$ cat config.mk
export PLATFORM = sky130hd
export DESIGN_NAME = flash_cmd_seq
export DESIGN_NICKNAME = d
export VERILOG_FILES = /design/src/rtl/fcs_pkg.sv /design/src/rtl/fcs_decode.sv /design/src/rtl/fcs_op_timer.sv /design/src/rtl/fcs_status.sv /design/src/rtl/flash_cmd_seq.sv
export SDC_FILE = /design/constraint.sdc
export NUM_CORES = 1
export LEC_CHECK = 0
export BUFFER_PORTS_ARGS = -buffer_cell sky130_fd_sc_hd__buf_4
export CORE_MARGIN = 3
export CORE_UTILIZATION = 55
export CTS_BUF_LIST = sky130_fd_sc_hd__clkbuf_2 sky130_fd_sc_hd__clkbuf_4 sky130_fd_sc_hd__clkbuf_8
export CTS_CLUSTER_SIZE = 25
export DETAILED_ROUTE_END_ITERATION = 10
export HOLD_SLACK_MARGIN = 0.03
export PLACE_DENSITY = 0.95
export RECOVER_POWER = 100
export SYNTH_ARGS = -nofsm -noshare
export SYNTH_HDL_FRONTEND = slang
export SYNTH_SLANG_ARGS = --single-unit
$ cat constraint.sdc
create_clock -name clk -period 5.45 [get_ports clk]
set_input_delay 1.09 -clock clk [delete_from_list [all_inputs] [get_ports clk]]
set_output_delay 1.09 -clock clk [all_outputs]
set_load 0.01 [all_outputs]
$ cat src/rtl/fcs_pkg.sv
package fcs_pkg;

   localparam logic [7:0] C_READ     = 8'hFF;
   localparam logic [7:0] C_ERASE    = 8'h20;
   localparam logic [7:0] C_GO       = 8'hD0;
   localparam logic [7:0] C_PROG     = 8'h40;
   localparam logic [7:0] C_PROG_ALT = 8'h10;
   localparam logic [7:0] C_SUSP     = 8'hB0;
   localparam logic [7:0] C_STAT     = 8'h70;
   localparam logic [7:0] C_CLR      = 8'h50;
   localparam logic [7:0] C_ID       = 8'h90;
   localparam logic [7:0] C_CFI      = 8'h98;

   typedef enum logic [3:0] {
      K_NONE, K_READ, K_STAT, K_CLR, K_ID, K_CFI,
      K_ERASE, K_PROG, K_SUSP, K_GO
   } cmd_kind_t;

   typedef enum logic [3:0] {
      ST_IDLE, ST_ERS_SETUP, ST_PRG_SETUP, ST_PRG_RUN, ST_ERS_RUN,
      ST_PRG_SPEND, ST_ERS_SPEND, ST_PRG_SUSP, ST_ERS_SUSP,
      ST_NPRG_SETUP, ST_NPRG_RUN
   } seq_state_t;

   typedef enum logic [1:0] {
      MD_ARRAY  = 2'd0,
      MD_STATUS = 2'd1,
      MD_ID     = 2'd2,
      MD_CFI    = 2'd3
   } rd_mode_t;

endpackage

$ cat src/rtl/fcs_decode.sv
module fcs_decode
   import fcs_pkg::*;
#(
   parameter bit ALT_PROG = 1'b1
) (
   input  logic [7:0] code,
   output cmd_kind_t  kind
);

   logic alt_hit;

   generate
      if (ALT_PROG) begin : g_alt
         assign alt_hit = (code == C_PROG_ALT);
      end else begin : g_no_alt
         assign alt_hit = 1'b0;
      end
   endgenerate

   always_comb begin
      case (code)
         C_READ:  kind = K_READ;
         C_STAT:  kind = K_STAT;
         C_CLR:   kind = K_CLR;
         C_ID:    kind = K_ID;
         C_CFI:   kind = K_CFI;
         C_ERASE: kind = K_ERASE;
         C_PROG:  kind = K_PROG;
         C_SUSP:  kind = K_SUSP;
         C_GO:    kind = K_GO;
         default: kind = alt_hit ? K_PROG : K_NONE;
      endcase
   end

endmodule

$ cat src/rtl/fcs_op_timer.sv
module fcs_op_timer #(
   parameter int CYC = 12
) (
   input  logic clk,
   input  logic rst_n,
   input  logic load,
   input  logic run,
   output logic done
);

   localparam int W = $clog2(CYC + 1);

   generate
      if (CYC < 1) begin : g_bad_cyc
         $error("fcs_op_timer: CYC must be at least 1");
      end
   endgenerate

   logic [W-1:0] cnt;

   always_ff @(posedge clk) begin
      if (!rst_n)
         cnt <= '0;
      else if (load)
         cnt <= W'(CYC);
      else if (run && cnt != '0)
         cnt <= cnt - 1'b1;
   end

   assign done = run && (cnt == W'(1));

   AST_TIMER_FREEZE: assert property (@(posedge clk) disable iff (!rst_n)
      (!load && !run) |=> $stable(cnt)) else $error("timer moved while frozen");

endmodule

$ cat src/rtl/fcs_status.sv
module fcs_status (
   input  logic       clk,
   input  logic       rst_n,
   input  logic       set_lock,
   input  logic       set_vpp,
   input  logic       set_seq,
   input  logic       clr,
   input  logic       ready,
   input  logic       esusp,
   input  logic       psusp,
   output logic [7:0] status
);

   logic ee, pe, vl, lk;
   logic [3:0] sticky;

   always_ff @(posedge clk) begin
      if (!rst_n || clr) begin
         ee <= 1'b0;
         pe <= 1'b0;
         vl <= 1'b0;
         lk <= 1'b0;
      end else begin
         if (set_lock) lk <= 1'b1;
         if (set_vpp)  vl <= 1'b1;
         if (set_seq) begin
            ee <= 1'b1;
            pe <= 1'b1;
         end
      end
   end

   assign sticky = {ee, pe, vl, lk};
   assign status = {ready, esusp, ee, pe, vl, psusp, lk, 1'b0};

   AST_STICKY_KEEP: assert property (@(posedge clk) disable iff (!rst_n)
      !clr |=> ((sticky & $past(sticky)) == $past(sticky))) else $error("sticky bit dropped");

   AST_SEQ_BOTH: assert property (@(posedge clk) disable iff (!rst_n)
      (set_seq && !clr) |=> (ee && pe)) else $error("sequence error not paired");

endmodule

$ cat src/rtl/flash_cmd_seq.sv
module flash_cmd_seq
   import fcs_pkg::*;
#(
   parameter int AW        = 21,
   parameter int DW        = 16,
   parameter int PROG_CYC  = 12,
   parameter int ERASE_CYC = 40,
   parameter int SUSP_LAT  = 3,
   parameter bit ALT_PROG  = 1'b1
) (
   input  logic          clk,
   input  logic          rst_n,
   input  logic          wr_en,
   input  logic [AW-1:0] wr_addr,
   input  logic [DW-1:0] wr_data,
   input  logic          rd_en,
   input  logic [DW-1:0] arr_q,
   input  logic [DW-1:0] id_q,
   input  logic [DW-1:0] cfi_q,
   input  logic          sector_locked,
   input  logic          vpp_ok,
   output logic [DW-1:0] rd_q,
   output logic [1:0]    read_mode,
   output logic          prog_req,
   output logic          erase_req,
   output logic [AW-1:0] op_addr,
   output logic [DW-1:0] op_data
);

   localparam int SLW = $clog2(SUSP_LAT + 1);
   localparam int PAD = DW - 8;

   generate
      if (DW < 16) begin : g_bad_dw
         $error("flash_cmd_seq: DW must be at least 16");
      end
      if (SUSP_LAT < 1) begin : g_bad_lat
         $error("flash_cmd_seq: SUSP_LAT must be at least 1");
      end
      if (AW < 1) begin : g_bad_aw
         $error("flash_cmd_seq: AW must be at least 1");
      end
   endgenerate

   cmd_kind_t  kind;
   seq_state_t state, state_n;
   rd_mode_t   mode, mode_n;
   logic       prg_load, ers_load, prg_run, ers_run, prg_done, ers_done;
   logic       sl_load, sl_hit;
   logic [SLW-1:0] sl_cnt;
   logic       set_lock, set_vpp, set_seq, clr;
   logic       req_p, req_e;
   logic       ready, esusp, psusp;
   logic [7:0] status;

   fcs_decode #(.ALT_PROG(ALT_PROG)) u_dec (
      .code (wr_data[7:0]),
      .kind (kind)
   );

   fcs_op_timer #(.CYC(PROG_CYC)) u_prg_tmr (
      .clk (clk), .rst_n (rst_n), .load (prg_load), .run (prg_run), .done (prg_done)
   );

   fcs_op_timer #(.CYC(ERASE_CYC)) u_ers_tmr (
      .clk (clk), .rst_n (rst_n), .load (ers_load), .run (ers_run), .done (ers_done)
   );

   assign prg_run = (state == ST_PRG_RUN) || (state == ST_NPRG_RUN);
   assign ers_run = (state == ST_ERS_RUN);

   assign ready = state inside {ST_IDLE, ST_ERS_SETUP, ST_PRG_SETUP, ST_PRG_SUSP,
                                ST_ERS_SUSP, ST_NPRG_SETUP};
   assign esusp = state inside {ST_ERS_SUSP, ST_NPRG_SETUP, ST_NPRG_RUN};
   assign psusp = (state == ST_PRG_SUSP);

   fcs_status u_stat (
      .clk (clk), .rst_n (rst_n),
      .set_lock (set_lock), .set_vpp (set_vpp), .set_seq (set_seq), .clr (clr),
      .ready (ready), .esusp (esusp), .psusp (psusp),
      .status (status)
   );

   // suspend latency counter
   always_ff @(posedge clk) begin
      if (!rst_n)
         sl_cnt <= '0;
      else if (sl_load)
         sl_cnt <= SLW'(SUSP_LAT);
      else if ((state == ST_PRG_SPEND || state == ST_ERS_SPEND) && sl_cnt != '0)
         sl_cnt <= sl_cnt - 1'b1;
   end
   assign sl_hit = (sl_cnt == SLW'(1));

   always_comb begin
      state_n  = state;
      mode_n   = mode;
      prg_load = 1'b0;
      ers_load = 1'b0;
      sl_load  = 1'b0;
      set_lock = 1'b0;
      set_vpp  = 1'b0;
      set_seq  = 1'b0;
      clr      = 1'b0;
      req_p    = 1'b0;
      req_e    = 1'b0;
      case (state)
         ST_IDLE: if (wr_en) begin
            case (kind)
               K_READ:  mode_n  = MD_ARRAY;
               K_STAT:  mode_n  = MD_STATUS;
               K_ID:    mode_n  = MD_ID;
               K_CFI:   mode_n  = MD_CFI;
               K_CLR:   clr     = 1'b1;
               K_ERASE: state_n = ST_ERS_SETUP;
               K_PROG:  state_n = ST_PRG_SETUP;
               default: ;
            endcase
         end
         ST_PRG_SETUP, ST_NPRG_SETUP: if (wr_en) begin
            mode_n  = MD_STATUS;
            state_n = (state == ST_PRG_SETUP) ? ST_IDLE : ST_ERS_SUSP;
            if (!vpp_ok)
               set_vpp = 1'b1;
            else if (sector_locked)
               set_lock = 1'b1;
            else begin
               prg_load = 1'b1;
               req_p    = 1'b1;
               state_n  = (state == ST_PRG_SETUP) ? ST_PRG_RUN : ST_NPRG_RUN;
            end
         end
         ST_ERS_SETUP: if (wr_en) begin
            mode_n  = MD_STATUS;
            state_n = ST_IDLE;
            if (kind != K_GO)
               set_seq = 1'b1;
            else if (!vpp_ok)
               set_vpp = 1'b1;
            else if (sector_locked)
               set_lock = 1'b1;
            else begin
               ers_load = 1'b1;
               req_e    = 1'b1;
               state_n  = ST_ERS_RUN;
            end
         end
         ST_PRG_RUN, ST_ERS_RUN: begin
            if (wr_en && kind == K_STAT) mode_n = MD_STATUS;
            if (prg_done || ers_done)
               state_n = ST_IDLE;
            else if (wr_en && kind == K_SUSP) begin
               sl_load = 1'b1;
               state_n = (state == ST_PRG_RUN) ? ST_PRG_SPEND : ST_ERS_SPEND;
            end
         end
         ST_PRG_SPEND, ST_ERS_SPEND: begin
            if (wr_en && kind == K_STAT) mode_n = MD_STATUS;
            if (sl_hit)
               state_n = (state == ST_PRG_SPEND) ? ST_PRG_SUSP : ST_ERS_SUSP;
         end
         ST_PRG_SUSP, ST_ERS_SUSP: if (wr_en) begin
            case (kind)
               K_READ:  mode_n = MD_ARRAY;
               K_STAT:  mode_n = MD_STATUS;
               K_ID:    mode_n = MD_ID;
               K_CFI:   mode_n = MD_CFI;
               K_GO:    state_n = (state == ST_PRG_SUSP) ? ST_PRG_RUN : ST_ERS_RUN;
               K_PROG:  if (state == ST_ERS_SUSP) state_n = ST_NPRG_SETUP;
               default: ;
            endcase
         end
         ST_NPRG_RUN: begin
            if (wr_en && kind == K_STAT) mode_n = MD_STATUS;
            if (prg_done) state_n = ST_ERS_SUSP;
         end
         default: state_n = ST_IDLE;
      endcase
   end

   always_ff @(posedge clk) begin
      if (!rst_n) begin
         state     <= ST_IDLE;
         mode      <= MD_ARRAY;
         prog_req  <= 1'b0;
         erase_req <= 1'b0;
         op_addr   <= '0;
         op_data   <= '0;
      end else begin
         state     <= state_n;
         mode      <= mode_n;
         prog_req  <= req_p;
         erase_req <= req_e;
         if (req_p || req_e) begin
            op_addr <= wr_addr;
            op_data <= wr_data;
         end
      end
   end

   always_ff @(posedge clk) begin
      if (!rst_n)
         rd_q <= '0;
      else if (rd_en) begin
         case (mode)
            MD_ARRAY:  rd_q <= arr_q;
            MD_STATUS: rd_q <= {{PAD{1'b0}}, status};
            MD_ID:     rd_q <= id_q;
            default:   rd_q <= cfi_q;
         endcase
      end
   end

   assign read_mode = mode;

   AST_ONE_REQ: assert property (@(posedge clk) disable iff (!rst_n)
      $onehot0({prog_req, erase_req})) else $error("two requests at once");

   AST_PROG_BUSY: assert property (@(posedge clk) disable iff (!rst_n)
      prog_req |-> !status[7]) else $error("ready during program start");

   AST_ERASE_BUSY: assert property (@(posedge clk) disable iff (!rst_n)
      erase_req |-> !status[7]) else $error("ready during erase start");

   AST_SUSP_EXCL: assert property (@(posedge clk) disable iff (!rst_n)
      !(status[6] && status[2])) else $error("both suspend flags set");

   AST_NO_ERASE_IN_SUSP: assert property (@(posedge clk) disable iff (!rst_n)
      (state == ST_ERS_SUSP) |=> !erase_req) else $error("erase from suspend");

   AST_RDQ_HOLD: assert property (@(posedge clk) disable iff (!rst_n)
      !rd_en |=> $stable(rd_q)) else $error("read register moved");

endmodule

==> results.tsv <==
stage	metric	value	unit
cells_and_area	layout-drive-gt1-share	21.3	%
timing	tightestPinTransition	2010	ps
outcome	violations	max-capacitance violations, max-slew violations	
worst_setup_path	endpoint_kind	flip-flop	
logic_synthesis	ys_seq_area_share	39.6	%
drt	num_vias	3938	
worst_setup_path	r2r-start	state[0]	
floorplan	core-area	6570	um2
placement	place_ws	1730	ps
logic_synthesis	synth_commonest_cells	nand2_1, dfxtp_1, a21oi_1	
pwr	clockPowerShare	37.2	%
logic_synthesis	synth.largest_area_cell	dfxtp_1	
worst_setup_path	cp_data_required_time	5690	ps
hold_path	min_path_type	flip-flop to flip-flop	
timing	finalHoldViolations	0	
timing	fmax	278	MHz
global_routing	overflow	0	
drt	avgViaCountPerCell	5.67	
global_routing	antenna_found_initial	0	
timing	fin_tns_setup	0	ps
pwr	power_frac_seq	51.1	%
timing	max-slew-margin-rel	-33.8	%
logic_synthesis	syn-cell-area	3840	um2
cells_and_area	diodes	0	
global_routing	grt_pass1_wl	17.5	mm
logic_synthesis	yosysTopAreaCellShare	39.6	%
clock_tree	cts_made_buffers	9	
logic_synthesis	yosys_warnings	0	
clock_tree	clk_pin_slew	100	ps
floorplan	ios	148	
logic_synthesis	syn_avg_cell_area	8.12	um2
worst_setup_path	r2r_cells	6	
worst_setup_path	cp_top_family	compound AO/OA/AOI/OAI gates	
global_routing	grt_max_degree	67	
logic_synthesis	synth_most_common_cell	nand2_1	
timing	post-route-min-period	3600	ps
cells_and_area	fin_nets	694	
floorplan	die_h	89.5	um
pwr	switching_share	27.6	%
clock_tree	cts_max_level	3	
drt	post-route-drc-count	0	
worst_setup_path	path_buf_inv	1	
global_routing	grt_util_all_layers	28.0	%
worst_setup_path	r2r-end	op_addr[11]	
logic_synthesis	syn_nets	570	
pwr	power_density	231	nW/um2
worst_setup_path	crit_slowest_cell	a211oi_1	
timing	setup_viol	0	
pwr	p_leak	1.84	nW
logic_synthesis	synth_cells	473	
timing	skew	9.12	ps
pwr	switching_power	310	uW
placement	numPortBuffers	147	
placement	place_congestion	0.938	
clock_tree	cts-hold-fix-buffers	0	
clock_tree	cts_tree	done	
worst_setup_path	max_stage_delay	730	ps
logic_synthesis	async_flop_share	0	%
worst_setup_path	critPathKind	input port to flip-flop	
clock_tree	post_cts_buffers	0	
clock_tree	clockRootBuffer	clkbuf_8	
worst_setup_path	worst-path-max-fanout	7	
job	cap_violations	1	
drt	wl_per_cell	16.1	um
pwr	p_int	813	uW
clock_tree	clock_latency	360	ps
timing	worst_slack	1850	ps
pwr	ir_worst_vdd	0.170	mV
logic_synthesis	ys.flop_type	dfxtp_1	
clock_tree	clock_sinks	76	
drt	ant_nets	0	
worst_setup_path	cp.arrival	3840	ps
drt	drtPass1Iterations	5	
worst_setup_path	r2r_setup_slack	2270	ps
global_routing	grt_pass1_vias	3931	
cells_and_area	nFillCells	515	
placement	dp_hpwl	8.26	mm
logic_synthesis	yosys.cell_types.count	56	
floorplan	initial_core_util	58.4	%
clock_tree	cts.repair.resized	0	
drt	drt_iter0_markers	183	
logic_synthesis	synth_edf_count	0	
timing	finalCritPeriodShare	66.1	%
timing	slew_viol_final	67	
outcome	status	finished, violations left	
worst_setup_path	worstSetupPathDepth	7	
drt	finalWirelength	11.2	mm
floorplan	num_rows	29	
worst_setup_path	crit_start	wr_data[0]	
cells_and_area	area_growth	26.7	%
floorplan	dieWidth	89.5	um
worst_setup_path	worst_setup_path_start_kind	input port	
hold_path	holdPathStages	2	
worst_setup_path	crit_path_cell_trace	clkbuf_1 > or4_1 > or4_1 > o211a_1 > a211oi_1 > nand2_2 > o31ai_1	
pwr	power_frac_comb	11.8	%
logic_synthesis	synth_seq_cells	76	
logic_synthesis	synth.area.top_cells	dfxtp_1, nand2_1, a21oi_1	
timing	rsz0062_at_grt	no	
timing	hold_ws	455	ps
floorplan	die_area	8020	um2
clock_tree	clockBufferDepth	2	
worst_setup_path	endpoint	state[1]	
worst_setup_path	critical_path.most_common_cell	or4_1	
## power by group through the flow
stage,registers (mW),clock network [mW],logic (mW)
global placement,0.586,0,0.136
CTS,0.574,0.421,0.141
global route,0.575,0.450,0.144
floorplan,0.586,0,0.0648
finish,0.574,0.418,0.132
detailed placement,0.587,0,0.140
## worst min path at each step
| stage | start | to | slack [ps] |
|---|---|---|---|
| floorplan | u_stat.vl | u_stat.vl | 430 |
| global route | op_addr[17] | op_addr[17] | 480 |
| detailed placement | op_addr[2] | op_addr[2] | 440 |
| global placement | op_addr[7] | op_addr[7] | 440 |
| CTS | op_addr[2] | op_addr[2] | 460 |
| finish | op_addr[2] | op_addr[2] | 460 |
## worst min-delay path, cell delays in order, from the launching register on
cell     delay (ps)
dfxtp_1         320
nand2_1          50
a21oi_1          50
## logic make-up after synthesis
group           count (synthesis)  synth area share (%)
simple gates                  189                  22.2
compound gates                119                  20.4
flops                          76                  39.6
buf+inv                        49                  5.05
mux                            23                  8.28
xor+xnor                       11                  2.51
fa+ha+maj                       6                  1.96
## metrics by stage
| stage | cells | cell area (um2) | power [mW] | util (%) |
|---|---|---|---|---|
| after floorplan | 473 | 3840 | 0.650 | - |
| after global placement | 679 | 4930 | 0.722 | 75.0 |
| after detailed placement | 679 | 4930 | 0.727 | 75.0 |
| after CTS | 695 | 5120 | 1.14 | 77.9 |
| after global routing | 695 | 4860 | 1.17 | 74.1 |
| final | 695 | 4860 | 1.12 | 74.1 |
## registers in the layout, summed over array words and instances (netlist names)
name	cells
op_addr	21
op_data	16
rd_q	16
u_ers_tmr.cnt	6
state	4
u_prg_tmr.cnt	4
read_mode	2
sl_cnt	2
erase_req	1
prog_req	1
u_stat.ee	1
u_stat.lk	1
u_stat.vl	1
## placed cells by master (no fill, tap or decap), types with 3 or more instances in the layout
cell      netlist  routed
buf_4           0      90
nor3b_1         3       3
ha_1            6       6
a31oi_1         3       3
inv_1          13      13
nand3_1         8       8
xnor2_1         5       5
o211a_1         3       3
inv_6           0       4
xor2_1          6       6
or3_1           3       3
o211ai_1        3       3
and2_1          4       4
nor2b_1         4       4
clkbuf_1       25      59
mux2_2         10      10
dfxtp_1        76      76
o22ai_1         3       3
clkbuf_8        0       9
nand2_1        94      94
nor2_1         43      43
a211oi_1       13      14
o21ai_0        10      10
mux2i_1         7       7
nand2b_1        7       7
a21oi_1        53      53
nor4_1          3       3
a22oi_1         9       9
mux4_2          6       6
nand4_1         3       3
nor3_1          6       6
## layer usage
metal / GRT usage [%] / vias up / wire length, um
li1: - / 1908 / -
met1: 31.0 / 1834 / 4230
met2: 49.3 / 172 / 5690
met3: 9.12 / 24 / 1040
met4: 11.1 / 0 / 228
met5: 0 / - / 0
## area by class of cell
type                       instances  area, um2  share of cell area (%)
inverter                          13       48.8                    1.00
timing repair buffer             149        897                    18.4
tap                               93        116                    2.39
clock inverter                     7       65.1                    1.34
clock buffer                       9        124                    2.55
multi-input combinational        348       2090                    43.0
sequential                        76       1520                    31.3
Note: power is estimated with default switching activity, not from simulation.
